### src/rtl/flash_poll_pkg.sv
package flash_poll_pkg;

  typedef enum logic [1:0] {
    ST_IDLE,
    ST_REQ,
    ST_RECV,
    ST_GAP
  } poll_state_e;

  // masked compare of one status byte
  function automatic logic byte_ok(input logic [7:0] b, input logic [7:0] m,
                                   input logic [7:0] v);
    return (b & m) == v;
  endfunction

  // inter-poll gap in system cycles
  function automatic int unsigned gap_len(input int unsigned ival,
                                          input int unsigned div);
    return ival * div;
  endfunction

  // byte count with zero promoted to one
  function automatic int unsigned eff_len(input int unsigned n);
    return (n == 0) ? 1 : n;
  endfunction

endpackage

### src/rtl/fpe_compare.sv
module fpe_compare
  import flash_poll_pkg::*;
#(
  parameter int LEN_W = 3
) (
  input  logic             clk,
  input  logic             rst_n,
  input  logic             clear_i,
  input  logic             rx_fire_i,
  input  logic [7:0]       rx_byte_i,
  input  logic [7:0]       mask_i,
  input  logic [7:0]       match_i,
  input  logic [LEN_W-1:0] len_i,
  output logic             poll_end_o,
  output logic             poll_ok_o
);
  logic [LEN_W-1:0] cnt_q;
  logic             acc_q;
  logic             this_ok;

  assign this_ok    = byte_ok(rx_byte_i, mask_i, match_i);
  assign poll_end_o = rx_fire_i && (cnt_q == LEN_W'(len_i - 1'b1));
  assign poll_ok_o  = acc_q && this_ok;

  always_ff @(posedge clk or negedge rst_n) begin
    if (!rst_n) begin
      cnt_q <= '0;
      acc_q <= 1'b1;
    end else if (clear_i) begin
      cnt_q <= '0;
      acc_q <= 1'b1;
    end else if (rx_fire_i) begin
      cnt_q <= cnt_q + 1'b1;
      acc_q <= acc_q && this_ok;
    end
  end
endmodule

### src/rtl/fpe_timer.sv
module fpe_timer #(
  parameter int TMO_W = 24
) (
  input  logic             clk,
  input  logic             rst_n,
  input  logic             load_i,
  input  logic [TMO_W-1:0] limit_i,
  input  logic             run_i,
  output logic             hit_o
);
  logic [TMO_W-1:0] elapsed_q;
  logic [TMO_W-1:0] limit_q;

  assign hit_o = run_i && (limit_q != '0) && (elapsed_q == limit_q - 1'b1);

  always_ff @(posedge clk or negedge rst_n) begin
    if (!rst_n) begin
      elapsed_q <= '0;
      limit_q   <= '0;
    end else if (load_i) begin
      elapsed_q <= '0;
      limit_q   <= limit_i;
    end else if (run_i) begin
      elapsed_q <= elapsed_q + 1'b1;
    end
  end
endmodule

### src/rtl/fpe_gap.sv
module fpe_gap #(
  parameter int GAP_W = 6
) (
  input  logic             clk,
  input  logic             rst_n,
  input  logic             load_i,
  input  logic [GAP_W-1:0] len_i,
  input  logic             run_i,
  output logic             expire_o
);
  logic [GAP_W-1:0] cnt_q;

  assign expire_o = run_i && (cnt_q <= GAP_W'(1));

  always_ff @(posedge clk or negedge rst_n) begin
    if (!rst_n) begin
      cnt_q <= '0;
    end else if (load_i) begin
      cnt_q <= len_i;
    end else if (run_i && cnt_q > GAP_W'(1)) begin
      cnt_q <= cnt_q - 1'b1;
    end
  end
endmodule

### src/rtl/flash_poll_engine.sv
module flash_poll_engine
  import flash_poll_pkg::*;
#(
  parameter int         CLK_DIV   = 2,
  parameter int         IVL_W     = 8,
  parameter int         LEN_W     = 3,
  parameter int         TMO_W     = 24,
  parameter logic [7:0] STATUS_OP = 8'h05
) (
  input  logic             clk,
  input  logic             rst_n,
  input  logic             start_i,
  input  logic [7:0]       mask_i,
  input  logic [7:0]       match_i,
  input  logic [IVL_W-1:0] interval_i,
  input  logic [LEN_W-1:0] len_i,
  input  logic             auto_stop_i,
  input  logic [TMO_W-1:0] timeout_i,
  output logic             cmd_req_o,
  input  logic             cmd_ack_i,
  output logic [7:0]       cmd_opcode_o,
  output logic [LEN_W-1:0] cmd_len_o,
  input  logic             rx_valid_i,
  input  logic [7:0]       rx_byte_i,
  output logic             done_o,
  output logic             matched_o,
  output logic             timeout_o,
  output logic [7:0]       status_o
);
  localparam int GAP_W = IVL_W + $clog2(CLK_DIV + 1);

  poll_state_e      state_q, state_d;
  logic [7:0]       mask_q, match_q;
  logic [IVL_W-1:0] ivl_q;
  logic [LEN_W-1:0] len_q;
  logic             auto_q;
  logic             done_q, matched_q, timeout_q;
  logic [7:0]       status_q;

  // named internal events, observed by the checker
  logic busy, start_acc, req_fire, rx_fire;
  logic poll_end, poll_ok, tmo_hit, gap_expire;
  logic stop_match, finish;

  assign busy       = (state_q != ST_IDLE);
  assign start_acc  = start_i && !busy;
  assign req_fire   = (state_q == ST_REQ) && cmd_ack_i;
  assign rx_fire    = (state_q == ST_RECV) && rx_valid_i;
  assign stop_match = poll_end && poll_ok && auto_q;
  assign finish     = stop_match || tmo_hit;

  fpe_compare #(.LEN_W(LEN_W)) cmp_i (
    .clk       (clk),
    .rst_n     (rst_n),
    .clear_i   (req_fire),
    .rx_fire_i (rx_fire),
    .rx_byte_i (rx_byte_i),
    .mask_i    (mask_q),
    .match_i   (match_q),
    .len_i     (len_q),
    .poll_end_o(poll_end),
    .poll_ok_o (poll_ok)
  );

  fpe_timer #(.TMO_W(TMO_W)) tmr_i (
    .clk    (clk),
    .rst_n  (rst_n),
    .load_i (start_acc),
    .limit_i(timeout_i),
    .run_i  (busy),
    .hit_o  (tmo_hit)
  );

  fpe_gap #(.GAP_W(GAP_W)) gap_i (
    .clk     (clk),
    .rst_n   (rst_n),
    .load_i  (poll_end),
    .len_i   (GAP_W'(gap_len(32'(ivl_q), CLK_DIV))),
    .run_i   (state_q == ST_GAP),
    .expire_o(gap_expire)
  );

  always_comb begin
    state_d = state_q;
    unique case (state_q)
      ST_IDLE: if (start_acc)  state_d = ST_REQ;
      ST_REQ:  if (cmd_ack_i)  state_d = ST_RECV;
      ST_RECV: if (poll_end)   state_d = ST_GAP;
      ST_GAP:  if (gap_expire) state_d = ST_REQ;
      default: state_d = ST_IDLE;
    endcase
    if (finish) state_d = ST_IDLE;
  end

  always_ff @(posedge clk or negedge rst_n) begin
    if (!rst_n) begin
      state_q   <= ST_IDLE;
      mask_q    <= '0;
      match_q   <= '0;
      ivl_q     <= '0;
      len_q     <= LEN_W'(1);
      auto_q    <= 1'b0;
      done_q    <= 1'b0;
      matched_q <= 1'b0;
      timeout_q <= 1'b0;
      status_q  <= '0;
    end else begin
      state_q <= state_d;
      done_q  <= finish;
      if (start_acc) begin
        mask_q    <= mask_i;
        match_q   <= match_i;
        ivl_q     <= interval_i;
        len_q     <= LEN_W'(eff_len(32'(len_i)));
        auto_q    <= auto_stop_i;
        matched_q <= 1'b0;
        timeout_q <= 1'b0;
      end else begin
        if (poll_end) matched_q <= poll_ok;
        if (finish)   timeout_q <= !stop_match;
      end
      if (rx_fire) status_q <= rx_byte_i;
    end
  end

  assign cmd_req_o    = (state_q == ST_REQ);
  assign cmd_opcode_o = STATUS_OP;
  assign cmd_len_o    = len_q;
  assign done_o       = done_q;
  assign matched_o    = matched_q;
  assign timeout_o    = timeout_q;
  assign status_o     = status_q;
endmodule

### config.mk
export PLATFORM = sky130hd
export DESIGN_NAME = flash_poll_engine
export DESIGN_NICKNAME = d
export VERILOG_FILES = /design/src/rtl/flash_poll_pkg.sv /design/src/rtl/fpe_compare.sv /design/src/rtl/fpe_timer.sv /design/src/rtl/fpe_gap.sv /design/src/rtl/flash_poll_engine.sv
export SDC_FILE = /design/constraint.sdc
export NUM_CORES = 1
export LEC_CHECK = 0
export ABC_AREA = 0
export BUFFER_PORTS_ARGS = -buffer_cell sky130_fd_sc_hd__buf_4
export CORE_MARGIN = 2
export CORE_UTILIZATION = 35
export CTS_CLUSTER_SIZE = 20
export DETAILED_ROUTE_END_ITERATION = 6
export GPL_TIMING_DRIVEN = 0
export HOLD_SLACK_MARGIN = 0.03
export PLACE_DENSITY = 0.6
export RECOVER_POWER = 25
export SLEW_MARGIN = 10
export SYNTH_ARGS = -nofsm -noshare
export SYNTH_HDL_FRONTEND = slang
export SYNTH_SLANG_ARGS = --single-unit
### constraint.sdc
create_clock -name clk -period 7.86 [get_ports clk]
set_clock_uncertainty 0.2 [all_clocks]
set_input_delay 1.965 -clock clk [delete_from_list [all_inputs] [get_ports clk]]
set_output_delay 1.965 -clock clk [all_outputs]
set_load 0.02 [all_outputs]
**Word-level counts from Yosys, hierarchy flattened**

Cells that the tools add are included.

- Flip-flop bits (word level): 103
- Input bits: 65
- Output and inout port bits: 23
- Logic and storage cells: 76

- Add/sub/neg operators: 5
- $lt $le $gt $ge: 2
- Eq/ne operators: 10
- Multiplexer cells: 19
- Bitwise operators: 1
- Reduce and logical (&&, ||, !) cells: 24

Operator list:

| kind | count |
|---|---|
| 24-bit 2-to-1 mux | 2 |
| 24-bit by 1-bit adder with 24-bit output, second input constant | 1 |
| 24-bit == test | 1 |
| 24-bit nonzero test | 1 |
| 24-bit by 1-bit subtractor with 24-bit output, second input constant | 1 |
| 10-bit 2-to-1 mux | 2 |
| 2-bit nonzero test | 6 |
| 1-bit logical AND | 11 |
| 10-bit by 1-bit greater-than comparator with 1-bit output, second input constant | 1 |
| 10-bit by 1-bit less-or-equal comparator with 1-bit output, second input constant | 1 |
| 2-bit 2-to-1 mux | 5 |
| 10-bit by 1-bit subtractor with 10-bit output, second input constant | 1 |
| 3-bit 2-to-1 mux | 3 |
| 3-bit != test, second input constant | 3 |
| 8-bit bitwise AND | 1 |
| 8-bit == test | 1 |
| 2-bit one-hot mux with 4 select lines | 1 |
| 1-bit 2-to-1 mux | 6 |
| 2-bit == test, second input constant | 2 |
| 4-bit AND reduction | 1 |
| 3-bit by 1-bit adder with 3-bit output, second input constant | 1 |
| 3-bit == test | 1 |
| 3-bit logical NOT | 1 |
| 3-bit by 1-bit != test with 1-bit output, second input constant | 1 |
| other kinds (5) | 6 |

**Logic depth before layout (Yosys ltp)**

Gate-level depths: netlist of run 1.

- Depth after elaboration: 8
- Gate-level depth with buffers: 10
- Gate-level depth less buffers: 9

**By module**

A second synthesis of run 1 with hierarchy kept.

- Cell total of the unflattened synthesis: 546
- Area, all modules: 5,724.2 um^2

By module, submodules not included:

| module | instances | cells each | area each (um^2) | sequential area each (um^2) |
|---|---|---|---|---|
| fpe_timer | 1 | 310 | 2,894.0 | 1,201.2 |
| flash_poll_engine | 1 | 121 | 1,835.5 | 1,027.2 |
| fpe_gap | 1 | 72 | 640.6 | 250.2 |
| fpe_compare | 1 | 43 | 354.1 | 101.3 |

**Least setup slack after synthesis of run 1**

No wires, ideal clock.

- Path type: in2reg
- Start: input rx_valid_i
- End: register state_q[0]
- Arrival time: 3.233 ns
- Slack: 4.297 ns
- Stages on the path: 7
- Cells stage by stage: nand2_1 > or4_1 > clkbuf_1 > nand2_1 > o2111ai_1 > mux2i_1 > nor2_1

- Longest elaborated chain between the ends: 7
- Elaborated cells between the ends (all ways): 11
- Those cells by class: eq/ne (4); mux (1); reduce/logical (6)

Ends and longest elaborated chain:

| item | RTL line | RTL |
|---|---|---|
| start, declared | flash_poll_engine.sv:23 | `input logic rx_valid_i,` |
| 1-bit logical AND (*) | flash_poll_engine.sv:48 | `assign rx_fire = (state_q == ST_RECV) && rx_valid_i;` |
| 1-bit logical AND (*) | fpe_compare.sv:22 | `assign poll_end_o = rx_fire_i && (cnt_q == LEN_W'(len_i - 1'b1));` |
| 1-bit logical AND (2 in series) | flash_poll_engine.sv:49 | `assign stop_match = poll_end && poll_ok && auto_q;` |
| 1-bit logical OR | flash_poll_engine.sv:50 | `assign finish = stop_match \|\| tmo_hit;` |
| 3-bit != test (no source line) or 3-bit by 1-bit != test with 1-bit output (tied branches) | -- |  |
| 4-bit AND reduction (no source line) | -- |  |
| end signal, assigned | flash_poll_engine.sv:108 | `state_q <= state_d;` |
| end, declared | flash_poll_engine.sv:32 | `poll_state_e state_q, state_d;` |

Every way passes the cells marked *; elsewhere a longest branch is shown, timed or not.
A chain may end at the register's enable or synchronous reset.

**Final worst setup path of run 1**

- Start: register state_q[1]
- End: output cmd_req_o

- Longest elaborated chain between the ends: 1

Ends and longest elaborated chain:

| item | RTL line | RTL |
|---|---|---|
| 2-bit by 1-bit == test with 1-bit output | flash_poll_engine.sv:126 | `assign cmd_req_o = (state_q == ST_REQ);` |
| end, declared | flash_poll_engine.sv:19 | `output logic cmd_req_o,` |

Every way passes these cells.

==> results of run 1 <==
-- power breakdown --
| group | switching (mW) | internal, mW | total (mW) | leakage, nW |
|---|---|---|---|---|
| clock | 0.207 | 0.249 | 0.455 | 0.140 |
| sequential | 0.201 | 0.748 | 0.949 | 1.27 |
| combinational | 0.445 | 0.474 | 0.920 | 1.47 |
| total | 0.853 | 1.47 | 2.32 | 2.88 |
-- metrics by stage --
step                      hold slack, ns  setup WS (ns)  std cells  utilization  power [mW]
after floorplan                   0.2500          4.297        507            -       1.604
after global placement            0.2698          4.006        797       0.4171       1.836
after detailed placement          0.2781          3.986        797       0.4173       1.878
after CTS                         0.2977          4.308        813       0.4365       2.348
after global routing              0.3193          4.126        813       0.4362       2.496
final                             0.2943          4.304        813       0.4362       2.324
-- sequential cells by signal, summed over array words and instances, names as in the netlist --
register,flops
tmr_i.elapsed_q,24
tmr_i.limit_q,24
gap_i.cnt_q,10
ivl_q,8
mask_q,8
match_q,8
status_o,8
cmd_len_o,3
cmp_i.cnt_q,3
state_q,2
auto_q,1
cmp_i.acc_q,1
done_o,1
matched_o,1
timeout_o,1
-- worst paths after layout --
check | cells past startpoint | endpoint | startpoint
max in group asynchronous | 1 | match_q[3] | rst_n
max | 3 | cmd_req_o | state_q[1]
min | 2 | gap_i.cnt_q[8] | ivl_q[7]
min reg2reg | 2 | gap_i.cnt_q[8] | ivl_q[7]
max reg2reg | 10 | state_q[0] | tmr_i.limit_q[0]
min in group asynchronous | 1 | tmr_i.limit_q[0] | rst_n
-- per-layer routing --
| metal | vias to the layer above | track usage | share of wire |
|---|---|---|---|
| met5 | - | 0 | 0 |
| met4 | 0 | 0.05882 | 0.025 |
| met3 | 20 | 0.05615 | 0.057 |
| met2 | 97 | 0.2780 | 0.50 |
| met1 | 2022 | 0.1867 | 0.42 |
| li1 | 1965 | - | - |
-- synthesized netlist by cell type, types with 10 or more instances --
cell type  count  area, sq um
dfrtp_1      101         2527
mux2_2        59        664.4
nand2_1       40        150.1
xnor2_1       38        332.8
nand3_1       21        105.1
nor2_1        19        71.32
inv_1         15        56.30
a21oi_1       14        70.07
mux2i_1       14        140.1
o21ai_0       14        70.07
clkbuf_1      13        48.80
nor3_1        13        65.06
nor4_1        12        75.07
ha_1          11        137.6
xor2_1        11        96.34
o21ai_1       10        50.05
-- worst max-delay path, delay by kind of cell, from the launching register on --
family                     cells  cell delay, ns
buffers and inverters          2            0.31
DFF                            1            0.42
adders and majority gates      1            0.30
-- kinds of logic after synthesis --
| group | after synthesis |
|---|---|
| adders and majority gates | 11 |
| and+or+nand+nor | 158 |
| DFF | 103 |
| buffers and inverters | 41 |
| AOI/OAI and AO/OA | 64 |
| xor gates and xnor gates | 49 |
| other | 2 |
| muxes | 73 |
-- final cells by class --
type	instances	area, sq um	share of cell area
repair buffers	79	593.1	0.08910
well taps	211	264.0	0.03966
inverters	16	65.06	0.009774
clock inverters	5	60.06	0.009023
flip-flops and latches	103	2580	0.3876
multi-input cells	363	2715	0.4079
plain buffers	25	146.4	0.02199
clock buffers	11	232.7	0.03496
==> flow_summary.yaml, run 1 <==
sta:
  worstMarginPinSlew_ns: 1.155
  slew_headroom: 0.2202
  setup_viol_count_final: 0
  fmax_ghz: 0.2812
  finalHoldViolCount: 0
  rsz0062_at_grt: "false"
  slew_violations: 0
  timing.setup.tns_ns: 0
  period_minus_slack_ns: 3.556
  period_share: 0.4524
floorplan:
  pin_count: 88
  die_width_um: 129.2
  dieArea_sq_mm: 0.01669
  fp-row-count: 45
  start_util: 0.3594
  core_sq_mm: 0.01526
  die-height_um: 129.2
clocking:
  cts_buffers: 9
  insertion_delay_ns: 0.36
  ctsRootBufferMaster: "clkbuf_16"
  clkSlewWorstSetupHoldPaths_ns: 0.07
  cts_hold_buffers: 0
  htree_levels: 3
  post_cts_resized: 0
  cts_tree: "done"
  postCtsSetupBuffers: 0
  clock_sinks: 103
  clockBufferDepth: 2
grt:
  first_global_vias: 4282
  overflow: 0
  grt_pass1_wl_mm: 21.05
  track_usage: 0.1616
  antenna_found_initial: 0
  grt_start_max_net_pins: 104
logic_synthesis:
  synth_compound_area_frac: 0.07643
  synthMuxAreaShare: 0.1467
  synth_seq_cells: 103
  synth_fa_ha_area_frac: 0.02510
  synth-xor-area-share: 0.07826
  postSynthAreaPerCell_sq_um: 10.95
  ys_seq_area_frac: 0.4705
  yosys_warnings: 0
  synth_edf_count: 0
  synth_cell_types: 61
  synth_area_sq_mm: 0.005484
  async_reset_ff_frac: 1.000
  synth_cells: 501
  synth_top_family_by_area: "simple AND/OR/NAND/NOR gates"
  synth_ff_type: "dfrtp_1"
  synth_simple_gate_area_frac: 0.1631
drt:
  wl_per_cell_um: 15.41
  via_count: 4104
  via_per_inst: 5.048
  routed_wirelength_mm: 12.53
  drc: 0
  ant_nets: 0
  initialDrtViolationCount: 189
  dr.pass1.iters: 4
min_path:
  min_path_type: "reg -> reg"
pwr:
  vdd_drop_max_mv: 0.2129
  p_per_area_mw_per_mm2: 349.1
  leakage_nw: 2.878
final_layout:
  area_delta_synth_final_pct: 21.38
  layout_commonest_cell: "dfrtp_1"
  drive_above_1_share: 0.3040
  stdcell_area_sq_mm: 0.006656
  n_fill_cell: 1484
  final_cell_mix: "dfrtp_1, buf_4, mux2_2"
  antenna_cells: 0
  fin_nets: 673
flow_run:
  cap_violations: 0
critical_path:
  endpoint_kind: "output pin"
  startpoint_type: "flip-flop"
  worstPathRequired_ns: 5.70
  cp_cell_sequence: "inv_1 > ha_1 > buf_4"
  slowest_delay_ns: 0.42
  crit_slowest_cell: "dfrtp_1"
  rrSetupSlack_ns: 4.31
  cp.arrival_ns: 1.39
  crit_fanout: 6
  crit_type: "reg -> out"
place:
  gp_congestion: 0.8148
  place_area_sq_mm: 0.006367
  hpwlAfterDp_mm: 9.216
  port_buffers: 79
status:
  status: "complete, no violations"
No activity file was read; power rests on OpenSTA's default activity.
==> run 2: changes to the inputs <==
==> constraint.sdc (replaced) <==
create_clock -name clk -period 3.5 [get_ports clk]
set_clock_uncertainty 0.2 [all_clocks]
set_input_delay 0.875 -clock clk [delete_from_list [all_inputs] [get_ports clk]]
set_output_delay 0.875 -clock clk [all_outputs]
set_load 0.02 [all_outputs]
==> run 2 against run 1 <==
  * Clock power grew 120%
  * Total power grew 130%
  * Global-route usage grew 0.053 points
  * Worst setup slack lost 4.2 ns
  * Hold slack is essentially flat
  * Routed wire length grew 0.85%
  * The flow now finishes with violations (max-capacitance violations, max-slew violations)
  * Largest power group unchanged
  * Critical path depth grew 7
  * Flip-flop and latch count is the same
  * Sequential share of layout area shrank 0.37 points
==> flow_summary.yaml, run 2 (synthesis results as in run 1) <==
clocking:
  cts_buffers: 9
  clock_sinks: 103
  cts_tree: "done"
  clockBufferDepth: 2
  ctsRootBufferMaster: "clkbuf_16"
  clkSlewWorstSetupHoldPaths_ns: 0.07
  insertion_delay_ns: 0.36
  htree_levels: 3
sta:
  finalHoldViolCount: 0
  rsz0062_at_grt: "true"
  slew_violations: 104
  hold_ws_ns: 0.2945
  slew_headroom: -0.5517
  period_share: 0.9599
  fmax_ghz: 0.2977
  setup_viol_count_final: 0
  worstMarginPinSlew_ns: 2.328
  timing.setup.tns_ns: 0
  period_minus_slack_ns: 3.360
final_layout:
  stdcell_area_sq_mm: 0.006720
  drive_above_1_share: 0.3201
  layout_commonest_cell: "dfrtp_1"
  largestRegisters: "tmr_i.elapsed_q (24), tmr_i.limit_q (24), gap_i.cnt_q (10)"
  antenna_cells: 0
  area_delta_synth_final_pct: 22.54
  final_cell_mix: "dfrtp_1, buf_4, mux2_2"
  finalCoreUtilization: 0.4404
  n_fill_cell: 1481
  fin_nets: 677
critical_path:
  worstPathRequired_ns: 3.53
  r2r_cells: 10
  crit_type: "reg -> reg"
  endpoint_kind: "flip-flop"
  rrSetupSlack_ns: 0.14
  cp.arrival_ns: 3.39
  crit_fanout: 6
  startpoint_type: "flip-flop"
drt:
  initialDrtViolationCount: 186
  dr.pass1.iters: 4
  drc: 0
  wl_per_cell_um: 15.47
  via_count: 4102
  ant_nets: 0
  via_per_inst: 5.021
  routed_wirelength_mm: 12.64
floorplan:
  pin_count: 88
  die-height_um: 129.2
  start_util: 0.3594
  core_sq_mm: 0.01526
  dieArea_sq_mm: 0.01669
  fp-row-count: 45
  die_width_um: 129.2
grt:
  first_global_vias: 4319
  antenna_found_initial: 0
  track_usage: 0.1622
  grt_start_max_net_pins: 104
  grt_pass1_wl_mm: 21.11
  overflow: 0
pwr:
  leakage_nw: 2.898
  total_power_mw: 5.279
  p_per_area_mw_per_mm2: 785.6
  vdd_drop_max_mv: 0.4790
place:
  port_buffers: 79
  hpwlAfterDp_mm: 9.216
  place_area_sq_mm: 0.006367
  gp_congestion: 0.8148
min_path:
  min_path_type: "reg -> reg"
  min_path_cells: 2
status:
  violations: "max-capacitance violations, max-slew violations"
  status: "finished with violations"
flow_run:
  cap_violations: 1
run 2: critical path: stages (launching register included):
cell,delay [ns]
dfrtp_1,0.38
inv_1,0.11
ha_4,0.16
or4b_4,0.47
or3_4,0.38
buf_6,0.14
or4_1,0.51
a22oi_2,0.18
nand4_2,0.18
o41ai_4,0.43
nor2_1,0.10
run 2: stage by stage:
step           std cells  worst slack [ns]
4_1_cts              817          0.007567
5_1_grt              817          -0.01192
3_5_place_dp         797          -0.02896
2_1_floorplan        507            0.2598
3_3_place_gp         797          0.007415
6_report             817            0.1403
run 2: report_power, final:
part	internal, mW	switching, mW	total, mW
clock	0.558	0.463	1.02
combinational	1.10	1.03	2.13
sequential	1.68	0.449	2.13
run 2: final timing paths:
path / startpoint / to
max reg2reg: tmr_i.limit_q[1] / state_q[0]
min in group asynchronous: rst_n / tmr_i.limit_q[0]
min: ivl_q[7] / gap_i.cnt_q[8]
max: tmr_i.limit_q[1] / state_q[0]
max in group asynchronous: rst_n / match_q[3]
min reg2reg: ivl_q[7] / gap_i.cnt_q[8]
run 2: layout make-up:
class | count | area (sq um) | share of cell area
plain buffers | 25 | 146.4 | 0.02178
clock buffers | 11 | 232.7 | 0.03463
clock inverters | 5 | 60.06 | 0.008937
inverters | 16 | 65.06 | 0.009682
multi-input cells | 363 | 2751 | 0.4094
flip-flops and latches | 103 | 2580 | 0.3839
well taps | 211 | 264.0 | 0.03928
repair buffers | 83 | 620.6 | 0.09235
run 2: what timing repair did:
action / 4_1_cts / 5_1_grt
endpoints found under the hold margin: 0 / 0
setup endpoints to repair: 2 / 4
pin swaps: 2 / 3
resized for setup: 2 / 5
hold buffers: 0 / 0
cloned: 0 / 0
setup buffers: 4 / 0
run 2: metal layers:
| layer | vias up | wire (um) | GRT usage |
|---|---|---|---|
| met5 | - | 0 | 0 |
| met3 | 23 | 710 | 0.05615 |
| li1 | 1971 | - | - |
| met4 | 0 | 331 | 0.05882 |
| met2 | 98 | 6325 | 0.2805 |
| met1 | 2010 | 5267 | 0.1862 |
==> run 3: changes to the inputs <==
--- a/config.mk
+++ b/config.mk
@@ -8,12 +8,12 @@
 export ABC_AREA = 0
 export BUFFER_PORTS_ARGS = -buffer_cell sky130_fd_sc_hd__buf_4
 export CORE_MARGIN = 2
-export CORE_UTILIZATION = 35
+export CORE_UTILIZATION = 50
 export CTS_CLUSTER_SIZE = 20
 export DETAILED_ROUTE_END_ITERATION = 6
 export GPL_TIMING_DRIVEN = 0
 export HOLD_SLACK_MARGIN = 0.03
-export PLACE_DENSITY = 0.6
+export PLACE_DENSITY_LB_ADDON = 0.3
 export RECOVER_POWER = 25
 export SLEW_MARGIN = 10
 export SYNTH_ARGS = -nofsm -noshare
==> run 3 against run 2 <==
  * Highest routed layer unchanged
  * The flow still finishes with violations (max-capacitance violations, max-slew violations)
  * Sequential share of layout area up 0.97 points
  * Routed wire length down 8.6%
  * First-iteration DRC count down 33%
==> flow_summary.yaml, run 3 (synthesis results as in run 1) <==
status:
  status: "finished with violations"
  violations: "max-capacitance violations, max-slew violations"
grt:
  first_global_vias: 4100
  grt_pass1_wl_mm: 19.36
  track_usage: 0.2123
  grt_start_max_net_pins: 60
  antenna_found_initial: 0
  overflow: 0
sta:
  slew_headroom: -0.6693
  worst_slack_ns: 0.09739
  worstMarginPinSlew_ns: 2.504
  setup_viol_count_final: 0
  period_share: 0.9722
  finalHoldViolCount: 0
  fmax_ghz: 0.2939
  period_minus_slack_ns: 3.403
  timing.setup.tns_ns: 0
  hold_ws_ns: 0.2963
  rsz0062_at_grt: "false"
  slew_violations: 45
floorplan:
  start_util: 0.5081
  pin_count: 88
  core_sq_mm: 0.01079
  fp-row-count: 38
  dieArea_sq_mm: 0.01182
  die_width_um: 108.7
  die-height_um: 108.7
place:
  hpwlAfterDp_mm: 8.716
  dp_cells: 727
  port_buffers: 79
  pre_cts_ws_ns: -0.06311
  place_area_sq_mm: 0.006302
  gp_congestion: 0.8271
final_layout:
  final_cell_mix: "dfrtp_1, buf_4, mux2_2"
  layout_commonest_cell: "dfrtp_1"
  area_delta_synth_final_pct: 19.51
  stdcell_area_sq_mm: 0.006554
  finalNonFillerCells: 746
  finalCoreUtilization: 0.6072
  drive_above_1_share: 0.3218
  fin_nets: 677
  largestRegisters: "tmr_i.elapsed_q (24), tmr_i.limit_q (24), gap_i.cnt_q (10)"
  antenna_cells: 0
clocking:
  clock_sinks: 103
  clkSlewWorstSetupHoldPaths_ns: 0.10
  clockBufferDepth: 2
  ctsRootBufferMaster: "clkbuf_8"
  insertion_delay_ns: 0.39
  cts_buffers: 9
  cts_tree: "done"
  htree_levels: 3
critical_path:
  startpoint_type: "flip-flop"
  endpoint_kind: "flip-flop"
  cp_cell_sequence: "inv_2 > ha_4 > or4b_4 > or3_4 > buf_6 > or4_1 > a22oi_2 > nand4_2 > o41ai_4 > nor2_1"
  crit_cells: 10
  crit_type: "reg -> reg"
  path_buf_inv: 2
  startpoint: "tmr_i.limit_q[0]"
  crit_slowest_cell: "or4_1"
  rrSetupSlack_ns: 0.1
  cp.arrival_ns: 3.47
  timing.rr.start: "tmr_i.limit_q[0]"
  crit_family: "simple AND/OR/NAND/NOR gates"
  crit_fanout: 6
  r2r-end: "state_q[1]"
  slowest_delay_ns: 0.52
  r2r_cells: 10
  worstPathRequired_ns: 3.57
  cp-endpoint: "state_q[1]"
drt:
  via_per_inst: 5.475
  drc: 0
  ant_nets: 0
  initialDrtViolationCount: 124
  via_count: 4084
  wl_per_cell_um: 15.49
  dr.pass1.iters: 4
  routed_wirelength_mm: 11.56
pwr:
  leakage_nw: 2.871
  p_per_area_mw_per_mm2: 759.3
  vdd_drop_max_mv: 0.5795
  total_power_mw: 4.976
flow_run:
  cap_violations: 1
min_path:
  min_path_type: "reg -> reg"
==> run 3: changes by cell type in the layout (fill, tap and decap cells not counted), moves of 2 or more <==
cell,delta
clkbuf_16,-9
inv_6,+2
inv_8,+2
nor4_2,-2
clkbuf_8,+10
==> run 3: layer usage <==
layer	wire [um]	share of wire	vias to the layer above	track usage
met5	0	0	-	0
met1	4763	0.41	2004	0.2524
li1	-	-	1967	-
met3	642	0.056	23	0.06934
met4	285	0.025	0	0.07784
met2	5864	0.51	90	0.3598
==> run 3: layout make-up <==
type	count	area, sq um
Buffer	25	146.4
Clock buffer	10	137.6
Clock inverter	6	56.30
Fill cell	912	4239
Inverter	16	65.06
Multi-Input combinational cell	363	2754
Sequential cell	103	2580
Tap cell	140	175.2
Timing Repair Buffer	83	639.4
==> run 3: worst min-delay path by stage <==
stage / from / to / slack [ns] / depth (start not counted)
floorplan: ivl_q[0] / gap_i.cnt_q[1] / 0.25 / 2
global placement: ivl_q[7] / gap_i.cnt_q[8] / 0.27 / 2
detailed placement: ivl_q[6] / gap_i.cnt_q[7] / 0.27 / 2
CTS: ivl_q[6] / gap_i.cnt_q[7] / 0.29 / 2
global route: ivl_q[6] / gap_i.cnt_q[7] / 0.33 / 2
finish: ivl_q[6] / gap_i.cnt_q[7] / 0.30 / 2
==> run 3: repair_timing <==
action	in CTS	in global routing
hold endpoints to repair	0	0
resized for setup	5	3
setup endpoints to repair	2	4
pin swaps	2	1
setup buffers	2	1
hold buffers	0	0
==> run 3: worst reg2reg max path, stage by stage (launching register included) <==
cell and delay (ns):
dfrtp_1 0.41, inv_2 0.09, ha_4 0.15, or4b_4 0.50, or3_4 0.38, buf_6 0.14, or4_1 0.52, a22oi_2 0.22
nand4_2 0.17, o41ai_4 0.42, nor2_1 0.09
==> run 3: report_power, final <==
group,switching [mW],internal (mW)
sequential,0.448,1.68
combinational,1.01,1.10
clock,0.446,0.296
total,1.90,3.07
